### config.mk
export PLATFORM = sky130hd
export DESIGN_NAME = cbk_bank_regs
export DESIGN_NICKNAME = d
export VERILOG_FILES = /design/src/rtl/cbk_pkg.sv /design/src/rtl/cbk_decode.sv /design/src/rtl/cbk_update.sv /design/src/rtl/cbk_prg_map.sv /design/src/rtl/cbk_chr_map.sv /design/src/rtl/cbk_bank_regs.sv
export SDC_FILE = /design/constraint.sdc
export NUM_CORES = 1
export LEC_CHECK = 0
export CAP_MARGIN = 30
export CORE_MARGIN = 10
export CORE_UTILIZATION = 47
export DETAILED_ROUTE_END_ITERATION = 8
export GPL_TIMING_DRIVEN = 0
export PLACE_DENSITY = 0.78
export SETUP_SLACK_MARGIN = 0.1
export SLEW_MARGIN = 10
export SYNTH_ARGS = -nofsm -noshare
export SYNTH_HDL_FRONTEND = slang
export SYNTH_HIERARCHICAL = 1
export SYNTH_SLANG_ARGS = --single-unit
### constraint.sdc
create_clock -name clk -period 2.7 [get_ports clk]
set_input_delay 0.27 -clock clk [delete_from_list [all_inputs] [get_ports clk]]
set_output_delay 0.27 -clock clk [all_outputs]
set_load 0.05 [all_outputs]
### src/rtl/cbk_pkg.sv
package cbk_pkg;

    localparam logic [15:0] SLOT_MASK    = 16'hE001;
    localparam logic [15:0] SLOT_SELECT_A = 16'h8000;
    localparam logic [15:0] SLOT_DATA_A   = 16'h8001;
    localparam logic [15:0] SLOT_MIRROR_A = 16'hA000;
    localparam logic [15:0] LOW_FIRST     = 16'h4100;
    localparam logic [15:0] LOW_LAST      = 16'h7FFF;

    localparam int PRG_SWAP_BIT = 6;
    localparam int CHR_SWAP_BIT = 7;

    typedef enum logic [2:0] {
        SLOT_NONE,
        SLOT_SELECT,
        SLOT_DATA,
        SLOT_MIRROR,
        SLOT_LOW
    } slot_e;

    typedef enum logic [2:0] {
        TGT_PAIR_A = 3'd0,
        TGT_PAIR_B = 3'd1,
        TGT_ONE_0  = 3'd2,
        TGT_ONE_1  = 3'd3,
        TGT_ONE_2  = 3'd4,
        TGT_ONE_3  = 3'd5,
        TGT_PRG_A  = 3'd6,
        TGT_PRG_B  = 3'd7
    } target_e;

    typedef struct packed {
        logic [7:0]      select;
        logic [7:0]      prg_a;
        logic [7:0]      prg_b;
        logic [7:0]      pair_a;
        logic [7:0]      pair_b;
        logic [3:0][7:0] single;
        logic            horiz;
        logic            low_act;
        logic [7:0]      low_val;
    } bank_state_t;

    function automatic slot_e decode_slot(input logic we, input logic [15:0] addr);
        slot_e s;
        s = SLOT_NONE;
        if (we) begin
            if (addr[15]) begin
                case (addr & SLOT_MASK)
                    SLOT_SELECT_A: s = SLOT_SELECT;
                    SLOT_DATA_A:   s = SLOT_DATA;
                    SLOT_MIRROR_A: s = SLOT_MIRROR;
                    default:       s = SLOT_NONE;
                endcase
            end else if (addr >= LOW_FIRST && addr <= LOW_LAST) begin
                s = SLOT_LOW;
            end
        end
        return s;
    endfunction

    function automatic bank_state_t reset_state();
        bank_state_t r;
        r.select    = 8'h00;
        r.prg_a     = 8'd0;
        r.prg_b     = 8'd1;
        r.pair_a    = 8'd0;
        r.pair_b    = 8'd2;
        r.single[0] = 8'd4;
        r.single[1] = 8'd5;
        r.single[2] = 8'd6;
        r.single[3] = 8'd7;
        r.horiz     = 1'b0;
        r.low_act   = 1'b0;
        r.low_val   = 8'h00;
        return r;
    endfunction

endpackage

### src/rtl/cbk_decode.sv
module cbk_decode
    import cbk_pkg::*;
(
    input  logic        we,
    input  logic [15:0] addr,
    output slot_e       slot
);
    always_comb begin
        slot = decode_slot(we, addr);
    end
endmodule

### src/rtl/cbk_update.sv
module cbk_update
    import cbk_pkg::*;
(
    input  slot_e       slot,
    input  logic [7:0]  wdata,
    input  logic        four_screen,
    input  bank_state_t cur,
    output bank_state_t nxt
);
    target_e tgt;

    always_comb begin
        tgt = target_e'(cur.select[2:0]);
        nxt = cur;
        case (slot)
            SLOT_SELECT: begin
                nxt.select  = wdata;
                nxt.low_act = 1'b0;
            end
            SLOT_DATA: begin
                case (tgt)
                    TGT_PAIR_A: nxt.pair_a    = {wdata[7:1], 1'b0};
                    TGT_PAIR_B: nxt.pair_b    = {wdata[7:1], 1'b0};
                    TGT_ONE_0:  nxt.single[0] = wdata;
                    TGT_ONE_1:  nxt.single[1] = wdata;
                    TGT_ONE_2:  nxt.single[2] = wdata;
                    TGT_ONE_3:  nxt.single[3] = wdata;
                    TGT_PRG_A: begin
                        nxt.prg_a   = wdata;
                        nxt.low_act = 1'b0;
                    end
                    TGT_PRG_B: begin
                        nxt.prg_b   = wdata;
                        nxt.low_act = 1'b0;
                    end
                    default: ;
                endcase
            end
            SLOT_MIRROR: begin
                if (!four_screen) nxt.horiz = wdata[0];
            end
            SLOT_LOW: begin
                nxt.low_act = 1'b1;
                nxt.low_val = wdata;
            end
            default: ;
        endcase
    end
endmodule

### src/rtl/cbk_prg_map.sv
module cbk_prg_map
    import cbk_pkg::*;
#(
    parameter int PRG_W = 4
) (
    input  bank_state_t            st,
    output logic [3:0][PRG_W-1:0]  win
);
    logic [PRG_W-1:0] last_b;
    logic [PRG_W-1:0] penult_b;
    logic [PRG_W-1:0] bank_a;
    logic [PRG_W-1:0] bank_b;
    logic [PRG_W-1:0] low_even;
    logic [8:0]       low_dbl;
    logic             unused_bits;

    assign unused_bits = ^st;

    always_comb begin
        last_b   = '1;
        penult_b = {{(PRG_W-1){1'b1}}, 1'b0};
        bank_a   = st.prg_a[PRG_W-1:0];
        bank_b   = st.prg_b[PRG_W-1:0];
        low_dbl  = {st.low_val, 1'b0};
        low_even = low_dbl[PRG_W-1:0];
        win[3]   = last_b;
        win[2]   = penult_b;
        if (st.low_act) begin
            win[0] = low_even;
            win[1] = low_even | PRG_W'(1);
        end else if (st.select[PRG_SWAP_BIT]) begin
            win[0] = penult_b;
            win[1] = bank_b;
            win[2] = bank_a;
        end else begin
            win[0] = bank_a;
            win[1] = bank_b;
        end
    end
endmodule

### src/rtl/cbk_chr_map.sv
module cbk_chr_map
    import cbk_pkg::*;
#(
    parameter int CHR_W = 7
) (
    input  bank_state_t            st,
    output logic [7:0][CHR_W-1:0]  win
);
    logic [7:0][7:0] src;
    logic            swap;
    logic            unused_bits;

    assign unused_bits = ^st;
    assign swap        = st.select[CHR_SWAP_BIT];

    assign src[0] = st.pair_a;
    assign src[1] = st.pair_a | 8'h01;
    assign src[2] = st.pair_b;
    assign src[3] = st.pair_b | 8'h01;

    genvar j;
    generate
        for (j = 0; j < 4; j++) begin : g_single
            assign src[4+j] = st.single[j];
        end
    endgenerate

    genvar i;
    generate
        for (i = 0; i < 8; i++) begin : g_win
            localparam int OTHER = (i + 4) % 8;
            assign win[i] = swap ? src[OTHER][CHR_W-1:0] : src[i][CHR_W-1:0];
        end
    endgenerate
endmodule

### src/rtl/cbk_bank_regs.sv
module cbk_bank_regs
    import cbk_pkg::*;
#(
    parameter int PRG_BANKS = 16,
    parameter int CHR_BANKS = 128,
    localparam int PRG_W = $clog2(PRG_BANKS),
    localparam int CHR_W = $clog2(CHR_BANKS)
) (
    input  logic                   clk,
    input  logic                   rst,
    input  logic                   bus_we,
    input  logic [15:0]            bus_addr,
    input  logic [7:0]             bus_wdata,
    input  logic                   four_screen,
    output logic [3:0][PRG_W-1:0]  prg_win,
    output logic [7:0][CHR_W-1:0]  chr_win,
    output logic                   mirror_horiz
);
    slot_e       slot;
    bank_state_t st_q;
    bank_state_t st_d;

    cbk_decode u_decode (
        .we   (bus_we),
        .addr (bus_addr),
        .slot (slot)
    );

    cbk_update u_update (
        .slot        (slot),
        .wdata       (bus_wdata),
        .four_screen (four_screen),
        .cur         (st_q),
        .nxt         (st_d)
    );

    always_ff @(posedge clk) begin
        if (rst) st_q <= reset_state();
        else     st_q <= st_d;
    end

    cbk_prg_map #(.PRG_W(PRG_W)) u_prg (
        .st  (st_q),
        .win (prg_win)
    );

    cbk_chr_map #(.CHR_W(CHR_W)) u_chr (
        .st  (st_q),
        .win (chr_win)
    );

    assign mirror_horiz = st_q.horiz;
endmodule

* Word-level counts from Yosys, hierarchy flattened *
Index checks and enable logic that the tools add are counted.
Widths: inputs -> output; s select.

word-level totals
  input bits = 28
  logic and storage cells = 62
  register bits after elaboration = 61
  output and inout port bits = 73

cells by class
  bitwise operators = 1
  eq/ne operators = 15
  reductions and logical operators = 14
  multiplexer cells = 18
  order comparisons = 2

operators by type and width
  cell                  number
  $mux 7                8
  $reduce_and 2->1      10
  $ge 16x15->1 const B  1
  $le 16x15->1 const B  1
  $eq 3x3->1 const B    5
  $eq 3x2->1 const B    4
  $eq 4x4->1 const B    3
  $mux 4                3
  $mux 3                3
  $mux 8                1
  $eq 3x1->1 const B    2
  $pmux 2 s3            1
  $logic_not 3->1       1
  $pmux 1 s3            1
  $reduce_bool 3->1     1
  $ne 2x2->1 const B    1
  $reduce_or 2->1       1
  $logic_and 1x1->1     1
  $mux 1                1
  $not 1->1             1

* Logic depth before layout (Yosys ltp) *
  depth in word-level cells = 8
  gate-level depth with buffers = 8
  gate-level depth less buffers = 6

* Modules after synthesis *
The synthesis kept the hierarchy.

by module, submodules not included
  module         sequential area each (um^2)  cells each  area an instance (um^2)  times used
  cbk_bank_regs  1,641.6                      173         2,208.4                  1
  cbk_update     0.0                          114         1,159.9                  1
  cbk_chr_map    0.0                          62          807.0                    1
  cbk_prg_map    0.0                          28          148.9                    1
  cbk_decode     0.0                          8           45.0                     1

* Least setup slack after synthesis *
Ideal clock, no wire load.

  path kind = input port to flip-flop
  from = input bus_addr[14]
  to = register st_q[35] (netlist bit)
  buffers on the path = 1
  setup slack = 0.630 ns
  library setup time = 0.120 ns
  stages on the path = 7
  arrival = 1.950 ns
  data required time = 2.580 ns
  path through = nand3b_1 nor2_1 nor3b_2 and4b_1 buf_6 mux2_2 or2_1

between the ends
  elaborated cells between the ends (all ways) = 12
  those cells by class = order compare (2); eq/ne (4); mux (4); reduce/logical (2)

RTL lines
  item                                   RTL line             source
  from (decl)                            cbk_bank_regs.sv:12  input logic [15:0] bus_addr,
  $eq 4x4->1                             cbk_pkg.sv:49        case (addr & SLOT_MASK)
  $pmux 2 s3 (*)                         cbk_pkg.sv:49
  $mux 3 (*)                             cbk_pkg.sv:48        if (addr[15]) begin
  $mux 3 (*)                             cbk_pkg.sv:47        if (we) begin
  net slot[1]                            cbk_bank_regs.sv:19  slot_e slot;
  $eq 3x2->1 (*)                         cbk_update.sv:15     case (slot)
  $reduce_and 2->1 (no source line) (*)  --
  to (signal assigned)                   cbk_bank_regs.sv:38  if (rst) st_q <= reset_state();
  to (signal assigned)                   cbk_bank_regs.sv:39  else st_q <= st_d;
  to (decl)                              cbk_bank_regs.sv:20  bank_state_t st_q;

The timed path passes the listed nets; every way through them passes the cells marked *.
A chain may end at the register's enable or synchronous reset.

==> impl_metrics.env <==
export IMPL_status="completed"
export IMPL_dp_cells=502
export IMPL_vias_per_cell=4.97
export IMPL_place_hpwl_um=6750
export IMPL_syn_inst=319
export IMPL_syn_area_um2=3530
export IMPL_setup_viol=0
export IMPL_clockRootBuffer="clkbuf_8"
export IMPL_crit_required_ns=2.43
export IMPL_worst_ep_arrival_time_ns=2.11
export IMPL_vias=2575
export IMPL_whs_ns=0.263
export IMPL_critPathSlowestCell="clkdlybuf4s50_1"
export IMPL_critical_path_class="register to output port"
export IMPL_final_area_um2=4680
export IMPL_overflow=0
export IMPL_crit_buf_inv=3
export IMPL_power_density_nw_per_um2=408
export IMPL_hold_viol=0
export IMPL_antenna_found_initial=0
export IMPL_final_cell_mix="clkdlybuf4s50_1 (81), mux2_2 (66), dfxtp_1 (60)"
export IMPL_ctsResizeCount=0
export IMPL_clkSlewWorstSetupHoldPaths_ns=0.06
export IMPL_clock_latency_ns=0.34
export IMPL_die_w_um=107
export IMPL_io_buffers=81
export IMPL_postPlaceCellArea_um2=4470
export IMPL_grt_max_degree=11
export IMPL_drive_above_1_share_pct=36.5
export IMPL_die_area_um2=11400
export IMPL_crit_fanout=10
export IMPL_finalCritPeriodShare_pct=88.1
export IMPL_post_cts_buffers=0
export IMPL_cp_top_family="buffers and inverters"
export IMPL_die_y_um=107
export IMPL_final_core_util_pct=64.1
export IMPL_clock_sinks=60
export IMPL_slew_headroom_pct=62.4
export IMPL_num_antenna_cells=0
export IMPL_rsz0062_at_grt="false"
export IMPL_setup_ws_ns=0.321
export IMPL_mostFrequentLayoutCell="clkdlybuf4s50_1"
export IMPL_wl_per_cell_um=17.0
export IMPL_yosysWarnings=6
export IMPL_gp_congestion=0.824
export IMPL_cp_cell_sequence="buf_6 -> buf_6 -> mux2_4 -> clkdlybuf4s50_1"
export IMPL_worst_slew_pin_slew_ns=0.563
export IMPL_power_leakage_nw=1.87
export IMPL_hp_class="input pin to register"
export IMPL_initial_utilization_pct=48.4
export IMPL_final_cells=518
export IMPL_nFillCells=617
export IMPL_drv_slew=0
export IMPL_drc_errors=0
export IMPL_cts_tree="yes"
export IMPL_finalPower_mw=1.91
export IMPL_grt_pass1_wl_um=13600
export IMPL_drtIter0Drc=89
export IMPL_postSynthAreaPerCell_um2=11.1
export IMPL_max_stage_delay_ns=0.71
export IMPL_rrSetupSlack_ns=0.96
export IMPL_crit_top_cell="buf_6"
export IMPL_drt_wl_total_um=8810
export IMPL_core_region_area_um2=7290
export IMPL_final_antenna_net_count=0
export IMPL_area_growth_pct=32.6
export IMPL_row_count=31
export IMPL_skew_ns=0.00975
export IMPL_nNetsFinal=442
export IMPL_cp_end_kind="output port"
export IMPL_dp_slack_ns=-0.0432
export IMPL_setup_tns_ns=0
export IMPL_cts_buffers=9
export IMPL_min_period_ns=2.38
export IMPL_first_pass_iters=6
export IMPL_grt_usage_pct=14.9
export IMPL_clockBufferDepth=2
export IMPL_ir_worst_vdd_uv=273
export IMPL_grt_pass1_vias=2695
export IMPL_cts_htree_levels=3
export IMPL_boundaryPins=101
export IMPL_cts_hold_fix_buffers=0
export IMPL_max_freq_mhz=420
export IMPL_cap_viol_max_count=0
export IMPL_startpoint_type="register"
[registers in the layout, indices dropped and copies added (netlist names)]
register      count
st_q             59
mirror_horiz      1
[where the power goes]
part | total [mW] | switching (mW) | internal, mW
Combinational | 0.188 | 0.111 | 0.0770
Clock | 0.823 | 0.349 | 0.474
Sequential | 0.897 | 0.00645 | 0.891
Total | 1.91 | 0.467 | 1.44
[routing by layer]
metal	part of all wire (%)	GRT usage [%]
met2	50	27.2
met1	42	16.1
met4	0.99	4.74
met5	0	0
met3	6.6	4.25
[area by class of cell]
type | count | area, µm² | area share [%]
Multi-Input combinational cell | 227 | 2110 | 45.2
Clock buffer | 12 | 155 | 3.32
Timing Repair Buffer | 81 | 811 | 17.3
Clock inverter | 4 | 47.5 | 1.02
Tap cell | 99 | 124 | 2.65
Buffer | 32 | 213 | 4.55
Inverter | 3 | 11.3 | 0.241
Sequential cell | 60 | 1200 | 25.7
[tightest hold or removal path, delay by kind of cell]
family | cells | cell delay (ns)
AND/OR/NAND/NOR | 1 | 0.04
buffers and inverters | 2 | 0.25
[final timing paths]
kind | startpoint | endpoint | depth (start not counted)
worst max-delay path | st_q[81] | chr_win[10] | 4
worst min-delay path | rst | st_q[8] | 3
worst max register to register | st_q[74] | st_q[12] | 5
worst min register to register | st_q[34] | st_q[34] | 2
(Power assumes the default switching activity.)
